$ cat config.mk
export PLATFORM = sky130hd
export DESIGN_NAME = hv_prefix_adder
export DESIGN_NICKNAME = d
export VERILOG_FILES = /design/src/rtl/hvpa_pkg.sv /design/src/rtl/hvpa_tree.sv /design/src/rtl/hvpa_core.sv /design/src/rtl/hvpa_outreg.sv /design/src/rtl/hv_prefix_adder.sv
export SDC_FILE = /design/constraint.sdc
export NUM_CORES = 1
export LEC_CHECK = 0
export BUFFER_PORTS_ARGS = -buffer_cell sky130_fd_sc_hd__buf_2
export CAP_MARGIN = 20
export CORE_MARGIN = 5
export CORE_UTILIZATION = 45
export DETAILED_ROUTE_END_ITERATION = 16
export GPL_TIMING_DRIVEN = 0
export PLACE_DENSITY = 0.75
export SKIP_CTS_REPAIR_TIMING = 1
export SLEW_MARGIN = 0
export SYNTH_ARGS = -nofsm -noshare
export SYNTH_HDL_FRONTEND = slang
export SYNTH_SLANG_ARGS = --single-unit
$ cat constraint.sdc
create_clock -name clk -period 2.04 [get_ports clk]
set_input_delay 0.306 -clock clk [delete_from_list [all_inputs] [get_ports clk]]
set_output_delay 0.306 -clock clk [all_outputs]
set_load 0.02 [all_outputs]
$ cat src/rtl/hvpa_pkg.sv
package hvpa_pkg;
  // number of radix-v prefix levels needed to span n positions
  function automatic int levels_for(input int n, input int v);
    int lv;
    longint span;
    lv = 0;
    span = 1;
    while (span < longint'(n)) begin
      span = span * longint'(v);
      lv++;
    end
    return lv;
  endfunction
endpackage

$ cat src/rtl/hvpa_tree.sv
// Inclusive radix-V prefix network: output i is the group (G,P) of positions [i:0].
module hvpa_tree #(
  parameter int N = 8,
  parameter int V = 4
) (
  input  logic [N-1:0] gen_i,
  input  logic [N-1:0] prop_i,
  output logic [N-1:0] gen_o,
  output logic [N-1:0] prop_o
);
  import hvpa_pkg::*;
  localparam int LV = levels_for(N, V);

  always_comb begin
    logic [N-1:0] gc, pc, gn, pn;
    int span;
    gc = gen_i;
    pc = prop_i;
    span = 1;
    for (int l = 0; l < LV; l++) begin
      gn = gc;
      pn = pc;
      // each node is one valency-V cell: merge V neighbouring groups, high to low
      for (int i = 0; i < N; i++) begin
        for (int j = 1; j < V; j++) begin
          int src;
          src = i - j * span;
          if (src >= 0) begin
            gn[i] = gn[i] | (pn[i] & gc[src]);
            pn[i] = pn[i] & pc[src];
          end
        end
      end
      gc = gn;
      pc = pn;
      span = span * V;
    end
    gen_o  = gc;
    prop_o = pc;
  end
endmodule

$ cat src/rtl/hvpa_core.sv
// Blocked prefix carry logic: local sub-tree per block, global tree over blocks.
module hvpa_core #(
  parameter int WIDTH   = 32,
  parameter int VALENCY = 4,
  parameter int BLOCK   = 8
) (
  input  logic [WIDTH-1:0] a,
  input  logic [WIDTH-1:0] b,
  input  logic             cin,
  input  logic             eac,
  output logic [WIDTH-1:0] sum,
  output logic             cout,
  output logic             p_all
);
  localparam int NB = WIDTH / BLOCK;

  if ((WIDTH % BLOCK) != 0 || VALENCY < 2 || BLOCK < 1) begin : g_bad_cfg
    $error("hvpa_core: BLOCK must divide WIDTH and VALENCY must be at least 2");
  end

  logic [WIDTH-1:0] bit_g, bit_p, loc_g, loc_p, carry;
  logic [NB-1:0]    blk_g, blk_p, pre_g, pre_p, blk_cin;
  logic             g_all, cin_eff;

  assign bit_g = a & b;
  assign bit_p = a ^ b;

  for (genvar k = 0; k < NB; k++) begin : g_blk
    hvpa_tree #(.N(BLOCK), .V(VALENCY)) u_local (
      .gen_i (bit_g[k*BLOCK +: BLOCK]),
      .prop_i(bit_p[k*BLOCK +: BLOCK]),
      .gen_o (loc_g[k*BLOCK +: BLOCK]),
      .prop_o(loc_p[k*BLOCK +: BLOCK])
    );
    assign blk_g[k] = loc_g[k*BLOCK + BLOCK - 1];
    assign blk_p[k] = loc_p[k*BLOCK + BLOCK - 1];
  end

  hvpa_tree #(.N(NB), .V(VALENCY)) u_global (
    .gen_i (blk_g),
    .prop_i(blk_p),
    .gen_o (pre_g),
    .prop_o(pre_p)
  );

  assign g_all   = pre_g[NB-1];
  assign p_all   = pre_p[NB-1];
  // end-around: the whole-word generate is the carry that re-enters at bit 0
  assign cin_eff = eac ? g_all : cin;

  for (genvar k = 0; k < NB; k++) begin : g_bcin
    if (k == 0) begin : g_first
      assign blk_cin[k] = cin_eff;
    end else begin : g_rest
      assign blk_cin[k] = pre_g[k-1] | (pre_p[k-1] & cin_eff);
    end
  end

  for (genvar i = 0; i < WIDTH; i++) begin : g_bit
    if ((i % BLOCK) == 0) begin : g_edge
      assign carry[i] = blk_cin[i / BLOCK];
    end else begin : g_inner
      assign carry[i] = loc_g[i-1] | (loc_p[i-1] & blk_cin[i / BLOCK]);
    end
  end

  assign sum  = bit_p ^ carry;
  assign cout = g_all | (p_all & cin_eff);
endmodule

$ cat src/rtl/hvpa_outreg.sv
// Optional single-entry output register with valid/ready.
module hvpa_outreg #(
  parameter int DW   = 35,
  parameter bit PIPE = 1'b1
) (
  input  logic          clk,
  input  logic          rst_n,
  input  logic          in_valid,
  output logic          in_ready,
  input  logic [DW-1:0] in_data,
  output logic          out_valid,
  input  logic          out_ready,
  output logic [DW-1:0] out_data
);
  if (PIPE) begin : g_reg
    logic          vld_q;
    logic [DW-1:0] dat_q;

    assign in_ready  = !vld_q || out_ready;
    assign out_valid = vld_q;
    assign out_data  = dat_q;

    always_ff @(posedge clk or negedge rst_n) begin
      if (!rst_n) begin
        vld_q <= 1'b0;
        dat_q <= '0;
      end else if (in_ready) begin
        vld_q <= in_valid;
        if (in_valid) dat_q <= in_data;
      end
    end

    assert_latency_R8: assert property (@(posedge clk) disable iff (!rst_n)
      (in_valid && in_ready) |=> (out_valid && out_data == $past(in_data)));
    assert_hold_R9: assert property (@(posedge clk) disable iff (!rst_n)
      (out_valid && !out_ready) |=> (out_valid && $stable(out_data)));
    assert_stall_R9: assert property (@(posedge clk) disable iff (!rst_n)
      (out_valid && !out_ready) |-> !in_ready);
  end else begin : g_pass
    assign in_ready  = out_ready;
    assign out_valid = in_valid;
    assign out_data  = in_data;
  end
endmodule

$ cat src/rtl/hv_prefix_adder.sv
module hv_prefix_adder #(
  parameter int WIDTH   = 32,
  parameter int VALENCY = 4,
  parameter int BLOCK   = 8,
  parameter bit PIPE    = 1'b1
) (
  input  logic             clk,
  input  logic             rst_n,
  input  logic             in_valid,
  output logic             in_ready,
  input  logic [WIDTH-1:0] a,
  input  logic [WIDTH-1:0] b,
  input  logic             cin,
  input  logic             eac_mode,
  output logic             out_valid,
  input  logic             out_ready,
  output logic [WIDTH-1:0] sum,
  output logic             cout,
  output logic             grp_prop,
  output logic             neg_zero
);
  localparam int DW = WIDTH + 3;

  logic [WIDTH-1:0] c_sum;
  logic             c_cout, c_pall, c_nz;
  logic [DW-1:0]    c_pack, q_pack;

  hvpa_core #(.WIDTH(WIDTH), .VALENCY(VALENCY), .BLOCK(BLOCK)) u_core (
    .a    (a),
    .b    (b),
    .cin  (cin),
    .eac  (eac_mode),
    .sum  (c_sum),
    .cout (c_cout),
    .p_all(c_pall)
  );

  assign c_nz   = eac_mode & c_pall;
  assign c_pack = {c_nz, c_pall, c_cout, c_sum};

  hvpa_outreg #(.DW(DW), .PIPE(PIPE)) u_out (
    .clk      (clk),
    .rst_n    (rst_n),
    .in_valid (in_valid),
    .in_ready (in_ready),
    .in_data  (c_pack),
    .out_valid(out_valid),
    .out_ready(out_ready),
    .out_data (q_pack)
  );

  assign {neg_zero, grp_prop, cout, sum} = q_pack;

  // behavioural reference used only by the properties below
  logic [WIDTH:0]   chk_raw;
  logic [WIDTH-1:0] chk_wrap;
  assign chk_raw  = {1'b0, a} + {1'b0, b};
  assign chk_wrap = chk_raw[WIDTH-1:0] + {{(WIDTH-1){1'b0}}, chk_raw[WIDTH]};

  assert_normal_sum_R2: assert property (@(posedge clk) disable iff (!rst_n)
    (in_valid && !eac_mode) |-> ({c_cout, c_sum} == chk_raw + {{WIDTH{1'b0}}, cin}));
  assert_eac_sum_R3: assert property (@(posedge clk) disable iff (!rst_n)
    (in_valid && eac_mode) |-> (c_sum == chk_wrap && c_cout == chk_raw[WIDTH]));
  assert_grp_prop_R4: assert property (@(posedge clk) disable iff (!rst_n)
    in_valid |-> (c_pall == ((a ^ b) == {WIDTH{1'b1}})));
  assert_neg_zero_R5: assert property (@(posedge clk) disable iff (!rst_n)
    (in_valid && c_nz) |-> (c_sum == {WIDTH{1'b1}} && !c_cout));
endmodule

Yosys cells after proc, flatten, opt, wreduce, memory -nomap -nowiden
Index checks and enable logic that the tools add are counted.

Muxes and demuxes: 1. Bitwise logic cells: 350. Reductions and logical operators: 3.

Operators by type and width (count): AND 1 bit (221); OR 1 bit (126); bitwise XOR 32 bit (2); AND 32 bit (1); AND reduction 2 bit (1); logical NOT 1 bit (1); logical OR 1 bit (1); two-way mux 1 bit (1).

Bits in registers: 36. Input port bits: 70. Output and inout port bits: 37. Logic and storage cells: 356.

Logic depth before layout (Yosys ltp)
Gate-level depths: netlist (run 1).

Depth in word-level cells: 17. Gate-level depth with buffers: 11. Mapped depth without buffers: 10.

Hierarchy
Synthesis (run 1) repeated with hierarchy kept, for this count alone.

Cell total of the unflattened synthesis: 437. Area, all modules: 4150.2 um2.

Modules (own cells, without submodules): hvpa_core (times used 1, cells an instance 250, area an instance 1855.5 um2, seq. area each 0.0 um2); hvpa_outreg (times used 1, cells an instance 77, area an instance 1472.7 um2, seq. area each 900.9 um2); hvpa_tree at u_core.g_blk[0].u_local ... (times used 4, cells an instance 25, area an instance 187.7 um2, seq. area each 0.0 um2); hvpa_tree at u_core.u_global (times used 1, cells an instance 9, area an instance 65.1 um2, seq. area each 0.0 um2); hv_prefix_adder (times used 1, cells an instance 1, area an instance 6.3 um2, seq. area each 0.0 um2).

Least setup slack after synthesis (run 1)
No wires, ideal clock.

Path kind: input to register. From: input port a[4]. To: register u_out.g_reg.dat_q[17], in the netlist u_out.out_data[17]. Library setup time: 0.135 ns. Data arrival time: 2.648 ns. Data required time: 1.905 ns. Setup slack: -0.743 ns. Stages: 10. Path buffers: 0. Cells stage by stage: ha_1 > and3_2 > and2_4 > a221oi_4 > o211a_4 > a211oi_1 > or2_2 > fa_1 > xnor2_1 > o21ai_0.

Cells in the longest elaborated chain, start to end: 12. Elaborated cells on any way between the ends: 19. Classes of those cells: mux (1); bitwise (18).

RTL lines: from (decl) (RTL line hv_prefix_adder.sv:11) `input logic [WIDTH-1:0] a,`; AND 32 bit or bitwise XOR 32 bit (tied branches) (RTL line hvpa_core.sv:25, hvpa_core.sv:26); AND 1 bit, on equally long branches (RTL line hvpa_tree.sv:29, hvpa_tree.sv:30); OR 1 bit or AND 1 bit (tied branches) (RTL line hvpa_tree.sv:29) `gn[i] = gn[i] | (pn[i] & gc[src]);`; OR 1 bit (RTL line hvpa_tree.sv:29); AND 1 bit (RTL line hvpa_tree.sv:29); OR 1 bit (RTL line hvpa_tree.sv:29); two-way mux 1 bit (RTL line hvpa_core.sv:49) `assign cin_eff = eac ? g_all : cin;`; AND 1 bit (RTL line hvpa_core.sv:55) `assign blk_cin[k] = pre_g[k-1] | (pre_p[k-1] & cin_eff);`; OR 1 bit (*) (RTL line hvpa_core.sv:55); AND 1 bit (*) (RTL line hvpa_core.sv:63) `assign carry[i] = loc_g[i-1] | (loc_p[i-1] & blk_cin[i / BLOCK]);`; OR 1 bit (*) (RTL line hvpa_core.sv:63); bitwise XOR 32 bit (*) (RTL line hvpa_core.sv:67) `assign sum = bit_p ^ carry;`; to (signal assigned) (RTL line hvpa_outreg.sv:29) `if (in_valid) dat_q <= in_data;`; to (decl) (RTL line hvpa_outreg.sv:17) `logic [DW-1:0] dat_q;`.

Every way passes the cells marked *; elsewhere a longest branch is shown, timed or not. A chain may end at the register's enable or synchronous reset.

Worst setup path in the final report (run 1)
From: input port a[17]. To: register u_out.g_reg.dat_q[16], in the netlist u_out.out_data[16].

Cells in the longest elaborated chain, start to end: 14. Elaborated cells on any way between the ends: 23. Classes of those cells: mux (1); bitwise (22).

RTL lines: AND 32 bit or bitwise XOR 32 bit (tied branches) (RTL line hvpa_core.sv:25, hvpa_core.sv:26); AND 1 bit, on equally long branches (RTL line hvpa_tree.sv:29, hvpa_tree.sv:30); OR 1 bit or AND 1 bit (tied branches) (RTL line hvpa_tree.sv:29); OR 1 bit (RTL line hvpa_tree.sv:29); AND 1 bit (RTL line hvpa_tree.sv:29); OR 1 bit (RTL line hvpa_tree.sv:29); AND 1 bit (RTL line hvpa_tree.sv:29); OR 1 bit (2 in a row) (RTL line hvpa_tree.sv:29); OR 1 bit (*) (RTL line hvpa_tree.sv:29); two-way mux 1 bit (*) (RTL line hvpa_core.sv:49); AND 1 bit (*) (RTL line hvpa_core.sv:55); OR 1 bit (*) (RTL line hvpa_core.sv:55); bitwise XOR 32 bit (*) (RTL line hvpa_core.sv:67); via c_sum[16] (RTL line hv_prefix_adder.sv:24) `logic [WIDTH-1:0] c_sum;`.

Mark *: on every way through the listed nets, which the timed path passes. The rest lies on a longest branch.

==> results of run 1 <==
synth_stat cells (3+ instances only):
cell type | count | share of area
and3_1 | 3 | 0.0062
nand3_1 | 12 | 0.020
o31ai_1 | 9 | 0.022
o21ai_0 | 12 | 0.020
clkbuf_1 | 9 | 0.011
a221o_1 | 3 | 0.0099
ha_1 | 32 | 0.13
dfrtp_1 | 36 | 0.30
o21a_1 | 6 | 0.015
a21oi_2 | 3 | 0.0086
a31oi_1 | 3 | 0.0062
a211o_1 | 4 | 0.012
a311oi_1 | 4 | 0.012
nor3_1 | 9 | 0.015
inv_1 | 12 | 0.015
a211oi_1 | 6 | 0.015
nor2_1 | 12 | 0.015
o21ai_1 | 5 | 0.0082
nand2b_1 | 3 | 0.0062
o21ai_2 | 3 | 0.0086
xnor2_1 | 6 | 0.017
and2_1 | 4 | 0.0082
fa_1 | 4 | 0.026
nand2_1 | 58 | 0.071
a21o_1 | 11 | 0.027
o41ai_1 | 4 | 0.012
a21oi_1 | 18 | 0.030
and4_1 | 4 | 0.012
nand4_1 | 9 | 0.018
placed cells by master, fill, tap and decap left out, types with 4 or more instances in the layout:
| cell type | instances |
|---|---|
| nand2_1 | 54 |
| ha_4 | 23 |
| fa_2 | 4 |
| nand2_2 | 4 |
| o21a_1 | 5 |
| o31ai_1 | 7 |
| clkbuf_1 | 8 |
| and2_1 | 4 |
| a21oi_2 | 8 |
| nand4_1 | 9 |
| a21o_1 | 11 |
| buf_2 | 95 |
| nor2_1 | 10 |
| o41ai_1 | 4 |
| a21oi_4 | 4 |
| a211o_1 | 4 |
| buf_6 | 17 |
| o21ai_2 | 5 |
| o21ai_1 | 10 |
| dfrtp_1 | 36 |
| ha_1 | 9 |
| clkbuf_8 | 7 |
| inv_1 | 12 |
| buf_4 | 25 |
| nor3_1 | 6 |
| a21oi_1 | 9 |
| nand3_1 | 11 |
final timing paths:
| path | startpoint | end | slack (ns) | depth (start not counted) |
|---|---|---|---|---|
| max | a[17] | u_out.out_data[16] | -0.54 | 11 |
| min | rst_n | u_out.out_data[10] | 0.12 | 1 |
| max reg2reg | u_out.out_valid | u_out.out_data[2] | -0.05 | 5 |
| min reg2reg | u_out.out_data[11] | u_out.out_data[11] | 0.48 | 2 |
| max in group asynchronous | rst_n | u_out.out_data[4] | 1.35 | 1 |
| min in group clk | in_valid | u_out.out_valid | 0.23 | 2 |
power by group:
| part | internal [uW] | switching, uW |
|---|---|---|
| Combinational | 631 | 816 |
| Sequential | 855 | 83.2 |
| Clock | 270 | 286 |
| Total | 1760 | 1180 |
metal layers:
layer | wire (microns) | up-vias
met2 | 5420 | 116
met3 | 528 | 23
met1 | 4310 | 1655
met5 | 0 | -
li1 | - | 1595
met4 | 229 | 0
sequential cells by signal, indices dropped and copies added (netlist names):
signal / count
u_out.out_valid: 1
u_out.out_data: 35
worst reg2reg max path: stages (launching register included):
cell      delay (ns)
dfrtp_1         0.38
nand2b_1        0.12
and2_1          0.14
clkbuf_1        0.38
clkbuf_1        0.55
mux2_2          0.40
per-stage QoR:
step	total power, uW	area (sq um)	hold WS [ns]
floorplan	1750	3400	0.0104
global placement	2140	4030	0.462
detailed placement	2180	4030	0.461
CTS	2730	4120	0.144
global route	3110	4740	0.180
finish	2940	4740	0.117
logic make-up after synthesis:
| logic type | synth area share |
|---|---|
| fa+ha+maj | 0.158 |
| mux | 0.00370 |
| simple gates | 0.204 |
| flops | 0.296 |
| xor+xnor | 0.0201 |
| buf+inv | 0.0308 |
| compound gates | 0.288 |
final cells by class:
cell class,instances,share of cell area
buffer,12,0.0150
timing repair buffer,135,0.175
clock inverter,2,0.00211
clock buffer,6,0.0174
inverter,12,0.00950
tap,80,0.0211
sequential,36,0.190
multi-input combinational,286,0.569
==> run metrics, run 1 <==
status finished with violations; failing checks negative setup slack; #FFs+latches synth 36; warnings from Yosys 0; CP delay by family, top simple AND/OR/NAND/NOR gates; VDD IR max 300 uV; Synthesized Nets 452; most frequent CP cell nand2_1; Leak Pwr 0.00213 uW; Slew HR 0.410; die width a little over 90 microns; Sequential Area 901 sq um; synthesized cell area 3050 sq um; DP Wirelength 7.23 mm; GR peak layer met2; initial antenna violation count 0; asr flop ratio synth 1.00; vias in the first global route 3,282; Crit. End Element flip-flop; DR iter-0 viols 171; remaining antenna violation count 0; GRT Util Overall 0.222; Final Cycle Share 1.26; Nets roughly 590; pins over their slew limit 0; I/O pins 107; vias per cell 5.96; RSZ-0062 raised after global routing yes; DRT Wirelength 10.5 mm; RePlAce Congestion 0.863; first-pass GRT wire length 15.4 mm; Vias approximately 3,400; fin util 0.710; Max Root-Sink Buffers 2; Worst-Skew Late Latency 0.30 ns; area of the multi-input gates between 2000 and 3000 sq um; P&R area growth vs syn 55.7%; grt met1 use 0.264; # DRC 0; fmax 388 MHz; placed cells 532; Max Cap Violations 0; Pre-Repair DR Iteration Count 4; DP Worst Slack -0.974 ns; Clk Tree Root Cell clkbuf_8; Post-synth EDFFs 0; crit path max-delay cell type nor4_4; Final WS setup -0.537 ns; met2 GRT Util 0.401; drt wl/cell 18.4 microns; Max stage delay on crit path 0.45 ns; row count 30; Fillers slightly above 500; layout cells sized above 1 0.483; minimum clock period 2.58 ns; clock slew at reported path FFs roughly 0.08 ns; critical path fanouts, max 4; top_reg_cell synth dfrtp_1; Min-Delay Path Class input port to asynchronous set/reset pin; Die Footprint between 8000 and 9000 sq um; synth unique cells 63; CTS tree yes; Finished Layout Cells 569; Setup crit start kind input port; worst path arrival time 2.77 ns; gr ovfl total 0; worst-margin pin slew 0.885 ns; CP bufs+invs 1; sequential share of the synthesized area 0.296; setup_tns -10.12 ns; Num CTS Buffers 5; pin count of the biggest net entering global routing 37; Setup Skew 0.00846 ns; cells after synthesis between 300 and 400; Mean Syn Cell Area 8.80 sq um; areal power density over the cells 620 nW/um^2; GR Util met3 0.0369; # clock sinks 36; CP Class input port to flip-flop; initial core utilization 0.456; critical path, cell by cell buf_6 > ha_4 > nand4_1 > nor4_4 > nand2_2 > o211a_4 > a211oi_4 > or2_4 > fa_2 > nand2_1 > nand2_1; diode count 0; H-tree depth 2; Final setup viols 32; Core Footprint 6680 sq um; die height 92.3 microns; worst endpoint required time 2.23 ns; Port Buffers 106; Final Hold Violating Endpoints 0
Power figures use the tool's default switching activity.
==> run 2, diff against run 1 <==
PLACE_DENSITY = 0.73   (was 0.75)
==> run 2 against run 1 <==
The flow still finishes with violations (negative setup slack). Combinational power about the same. Sequential share of layout area about the same. Via count down 0.47%. Clock skew down 0.0013 ns. Critical endpoint is now u_out.out_data[24]. Largest cell class unchanged.
==> run metrics, run 2 (synthesis results as in run 1) <==
Crit. End Element flip-flop; Final Cycle Share 1.21; Max Root-Sink Buffers 2; row count 30; CTS tree yes; Pre-Repair DR Iteration Count 5; H-tree depth 2; Die Footprint ~8500 sq um; Final setup viols 31; setup_tns -7.93 ns; Num CTS Buffers 5; Largest register FFs 35; DR iter-0 viols 205; DP Wirelength a little over 7 mm; Nets 590; RSZ-0062 raised after global routing yes; Setup crit start kind input port; Port Buffers 106; VDD IR max 356 uV; initial core utilization 0.456; placed cells around 530; drt wl/cell 17.7 microns; CP Class input port to flip-flop; vias in the first global route between 3,000 and 4,000; gr ovfl total 0; pin count of the biggest net entering global routing 37; initial antenna violation count 0; Setup Skew 0.00711 ns; Setup crit start b[20]; most common cell after layout, fill and taps aside buf_2; worst endpoint required time 2.24 ns; most frequent cells in the layout 94 x buf_2, 53 x nand2_1, 36 x dfrtp_1; Max Cap Violations 0; I/O pins 107; RePlAce Congestion ~0.84; failing checks negative setup slack; Worst-Skew Late Latency 0.30 ns; die width 92.3 microns; clock slew at reported path FFs 0.08 ns; worst-margin pin slew 0.878 ns; P&R area growth vs syn 56.0%; Final WS setup -0.422 ns; Power Total 3100 uW; worst path arrival time 2.66 ns; Vias between 3,000 and 4,000; layout cells sized above 1 0.493; Final Hold Violating Endpoints 0; Finished Layout Cells 565; critical path fanouts, max 6; die height between 90 and 100 microns; DP Worst Slack -0.965 ns; status finished with violations; # DRC 0; remaining antenna violation count 0; diode count 0; Slew HR 0.415; DRT Wirelength 9.97 mm; Core Footprint 6680 sq um; pins over their slew limit 0; # clock sinks 36; Min-Delay Path Class input port to asynchronous set/reset pin; vias per cell 5.97; reg2reg start u_out.out_valid; Clk Tree Root Cell clkbuf_8; Fillers between 500 and 600; minimum clock period 2.46 ns; Min Hold Slack between 0.1 and 0.15 ns; first-pass GRT wire length 15.0 mm; GRT Util Overall 0.216; areal power density over the cells ~650 nW/um^2; fmax 406 MHz; Leak Pwr 0.00212 uW
## run 2: cell types whose count changed in the layout (fill, tap and decap cells not counted), moves of 2 or more
| cell | change |
|---|---|
| a21oi_1 | -2 |
| a21oi_2 | +2 |
| buf_6 | -3 |
| clkinv_2 | -2 |
| ha_1 | -3 |
| ha_2 | +2 |
| nand2_4 | +2 |
## run 2: worst max-delay path: stages
cell and delay [ns]:
buf_2 0.11, ha_4 0.29, nand4_1 0.23, nor4_4 0.35, nand2_2 0.11, buf_6 0.13, o211ai_1 0.30, o21ai_2 0.16
nand2_2 0.12, fa_2 0.43, nand2_1 0.06, nand2_1 0.06
## run 2: metal layers
metal,share of wire,track usage
met5,0,0
met4,0.017,0.0569
met2,0.51,0.392
met3,0.059,0.0312
met1,0.41,0.267
## run 2: cell type report
type                    instances  area (sq um)  share of cell area
multi-input cells             286          2710               0.571
clock inverters                 1          30.0             0.00632
flip-flops and latches         36           901               0.190
repair buffers                134           831               0.175
well taps                      80           100              0.0211
clock buffers                   7          96.3              0.0203
plain buffers                   9          36.3             0.00764
inverters                      12          45.0             0.00948
## run 2: path summary, 6_finish.rpt
kind | endpoint | slack (ns) | cells past startpoint
max | u_out.out_data[24] | -0.42 | 12
max in group asynchronous | u_out.out_data[21] | 1.38 | 1
max reg2reg | u_out.out_data[2] | -0.05 | 5
min in group clk | u_out.out_valid | 0.23 | 2
min | u_out.out_data[1] | 0.12 | 1
min reg2reg | u_out.out_data[22] | 0.47 | 2
## run 2: where the power goes
part	switching [uW]	total, uW	internal (uW)
Clock	297	730	432
Combinational	804	1440	636
Sequential	74.9	930	855
Total	1180	3100	1920
## run 2: stage by stage
step	area [sq um]	utilization
after floorplan	3400	-
after global placement	4030	0.603
after detailed placement	4030	0.603
after CTS	4160	0.622
after global routing	4750	0.711
final	4750	0.711
==> run 3, diff against run 2 <==
PLACE_DENSITY = 0.8   (was 0.73)
==> run 3 against run 2 <==
The flow still finishes with violations (negative setup slack). Combinational power about the same. Worst hold slack improved by 0.018 ns. Largest power group unchanged. Global-route usage increased by 0.37 points. Largest cell class unchanged. Via count grew 1.7%. Clock power shrank 29%. Critical path depth is the same. Power is 6.9% lower. Sequential share of layout area increased by 0.40 points. Register-to-register slack got worse by 0.03 ns. Sequential power about the same.
==> run metrics, run 3 (synthesis results as in run 1) <==
Num CTS Buffers 5; Power Total 2890 uW; worst endpoint required time between 2 and 2.5 ns; critical path fanouts, max 7; diode count 0; area of the multi-input gates 2660 sq um; Largest register FFs 35; Crit. End Element flip-flop; DRT Wirelength 10.4 mm; Placed Instance Area 4030 sq um; Leak Pwr 0.00210 uW; most frequent cells in the layout 99 x buf_2, 52 x nand2_1, 36 x dfrtp_1; Die Footprint ~8500 sq um; Final Hold Violating Endpoints 0; first-pass GRT wire length roughly 15 mm; die height approximately 92 microns; Core Footprint ~6700 sq um; Final WS setup -0.480 ns; failing checks negative setup slack; Sequential Area 901 sq um; I/O pins 107; remaining antenna violation count 0; DP Wirelength 7.24 mm; Max Root-Sink Buffers 2; initial antenna violation count 0; fin util 0.696; CP Class input port to flip-flop; gr ovfl total 0; Final Cycle Share 1.24; Worst-Skew Late Latency 0.30 ns; vias per cell 6.05; Setup crit start kind input port; Min-Delay Path Class input port to asynchronous set/reset pin; Fillers 518; VDD IR max 320 uV; initial core utilization 0.456; worst-margin pin slew between 0.8 and 0.9 ns; fmax 397 MHz; # DRC 0; Final setup viols 32; minimum clock period 2.52 ns; RePlAce Congestion between 0.8 and 0.9; worst path arrival time 2.71 ns; most common cell after layout, fill and taps aside buf_2; Min Hold Slack 0.139 ns; GRT Util Overall 0.220; layout cells sized above 1 0.474; Clk Tree Root Cell clkbuf_8; drt wl/cell between 15 and 20 microns; areal power density over the cells 620 nW/um^2; final instance area 4650 sq um; Pre-Repair DR Iteration Count 5; # clock sinks 36; Port Buffers ~110; status finished with violations; H-tree depth 2; setup_tns -9.33 ns; CTS tree yes; vias in the first global route 3,254; row count 30; pins over their slew limit 0; P&R area growth vs syn 52.8%; Nets 593; die width 92.3 microns; Slew HR 0.402; Setup Skew 0.0113 ns; Max Cap Violations 0; RSZ-0062 raised after global routing yes; clock slew at reported path FFs 0.08 ns; DR iter-0 viols 189; Vias 3,431; pin count of the biggest net entering global routing 37
-- run 3: cell types whose count changed in the layout (fill, tap and decap cells not counted), sizes merged --
| cell | previous run | this run |
|---|---|---|
| buf | 134 | 137 |
| clkbuf | 16 | 15 |
| bufinv | 1 | 0 |
| clkinv | 0 | 1 |
-- run 3: layout make-up --
type,instances,area share
Buffer,12,0.0156
Clock buffer,6,0.0156
Clock inverter,1,0.00108
Inverter,12,0.00968
Multi-Input combinational cell,286,0.572
Sequential cell,36,0.194
Tap cell,80,0.0215
Timing Repair Buffer,134,0.171
-- run 3: where the power goes --
| part | total (uW) | leakage (uW) | internal (uW) | switching, uW |
|---|---|---|---|---|
| Combinational | 1440 | 0.00162 | 631 | 810 |
| Clock | 516 | 0.0000410 | 233 | 283 |
| Sequential | 930 | 0.000442 | 855 | 75.1 |
| Total | 2890 | 0.00210 | 1720 | 1170 |
-- run 3: final timing paths --
| kind | from | end | slack (ns) | cells after the start |
|---|---|---|---|---|
| worst min register to register | u_out.out_data[33] | u_out.out_data[33] | 0.47 | 2 |
| worst min-delay path | rst_n | u_out.out_data[30] | 0.14 | 1 |
| worst max-delay path | b[5] | u_out.out_data[6] | -0.48 | 12 |
| min in group clk | in_valid | u_out.out_valid | 0.23 | 2 |
| worst max register to register | u_out.out_valid | u_out.out_data[2] | -0.08 | 5 |
| max in group asynchronous | rst_n | u_out.out_data[31] | 1.35 | 1 |
-- run 3: critical path, cell delays in order --
cell	delay (ns)
buf_6	0.10
ha_4	0.25
a21o_1	0.20
a21o_1	0.24
a221oi_4	0.31
buf_4	0.17
o211a_4	0.18
buf_4	0.14
a21oi_4	0.06
a31o_4	0.28
a31o_1	0.18
a221o_1	0.30
-- run 3: stage by stage --
step | setup slack [ns] | instances
after global placement | -0.937 | 532
after floorplan | -0.514 | 346
after detailed placement | -0.982 | 532
after CTS | -0.688 | 539
final | -0.480 | 567
after global routing | -0.566 | 567
-- run 3: per-layer routing --
layer | routed length, microns | share of wire | vias up | track usage
met3 | 633 | 0.061 | 32 | 0.0427
met2 | 5400 | 0.52 | 162 | 0.388
met5 | 0 | 0 | - | 0
met4 | 236 | 0.023 | 0 | 0.0681
li1 | - | - | 1598 | -
met1 | 4080 | 0.39 | 1639 | 0.269
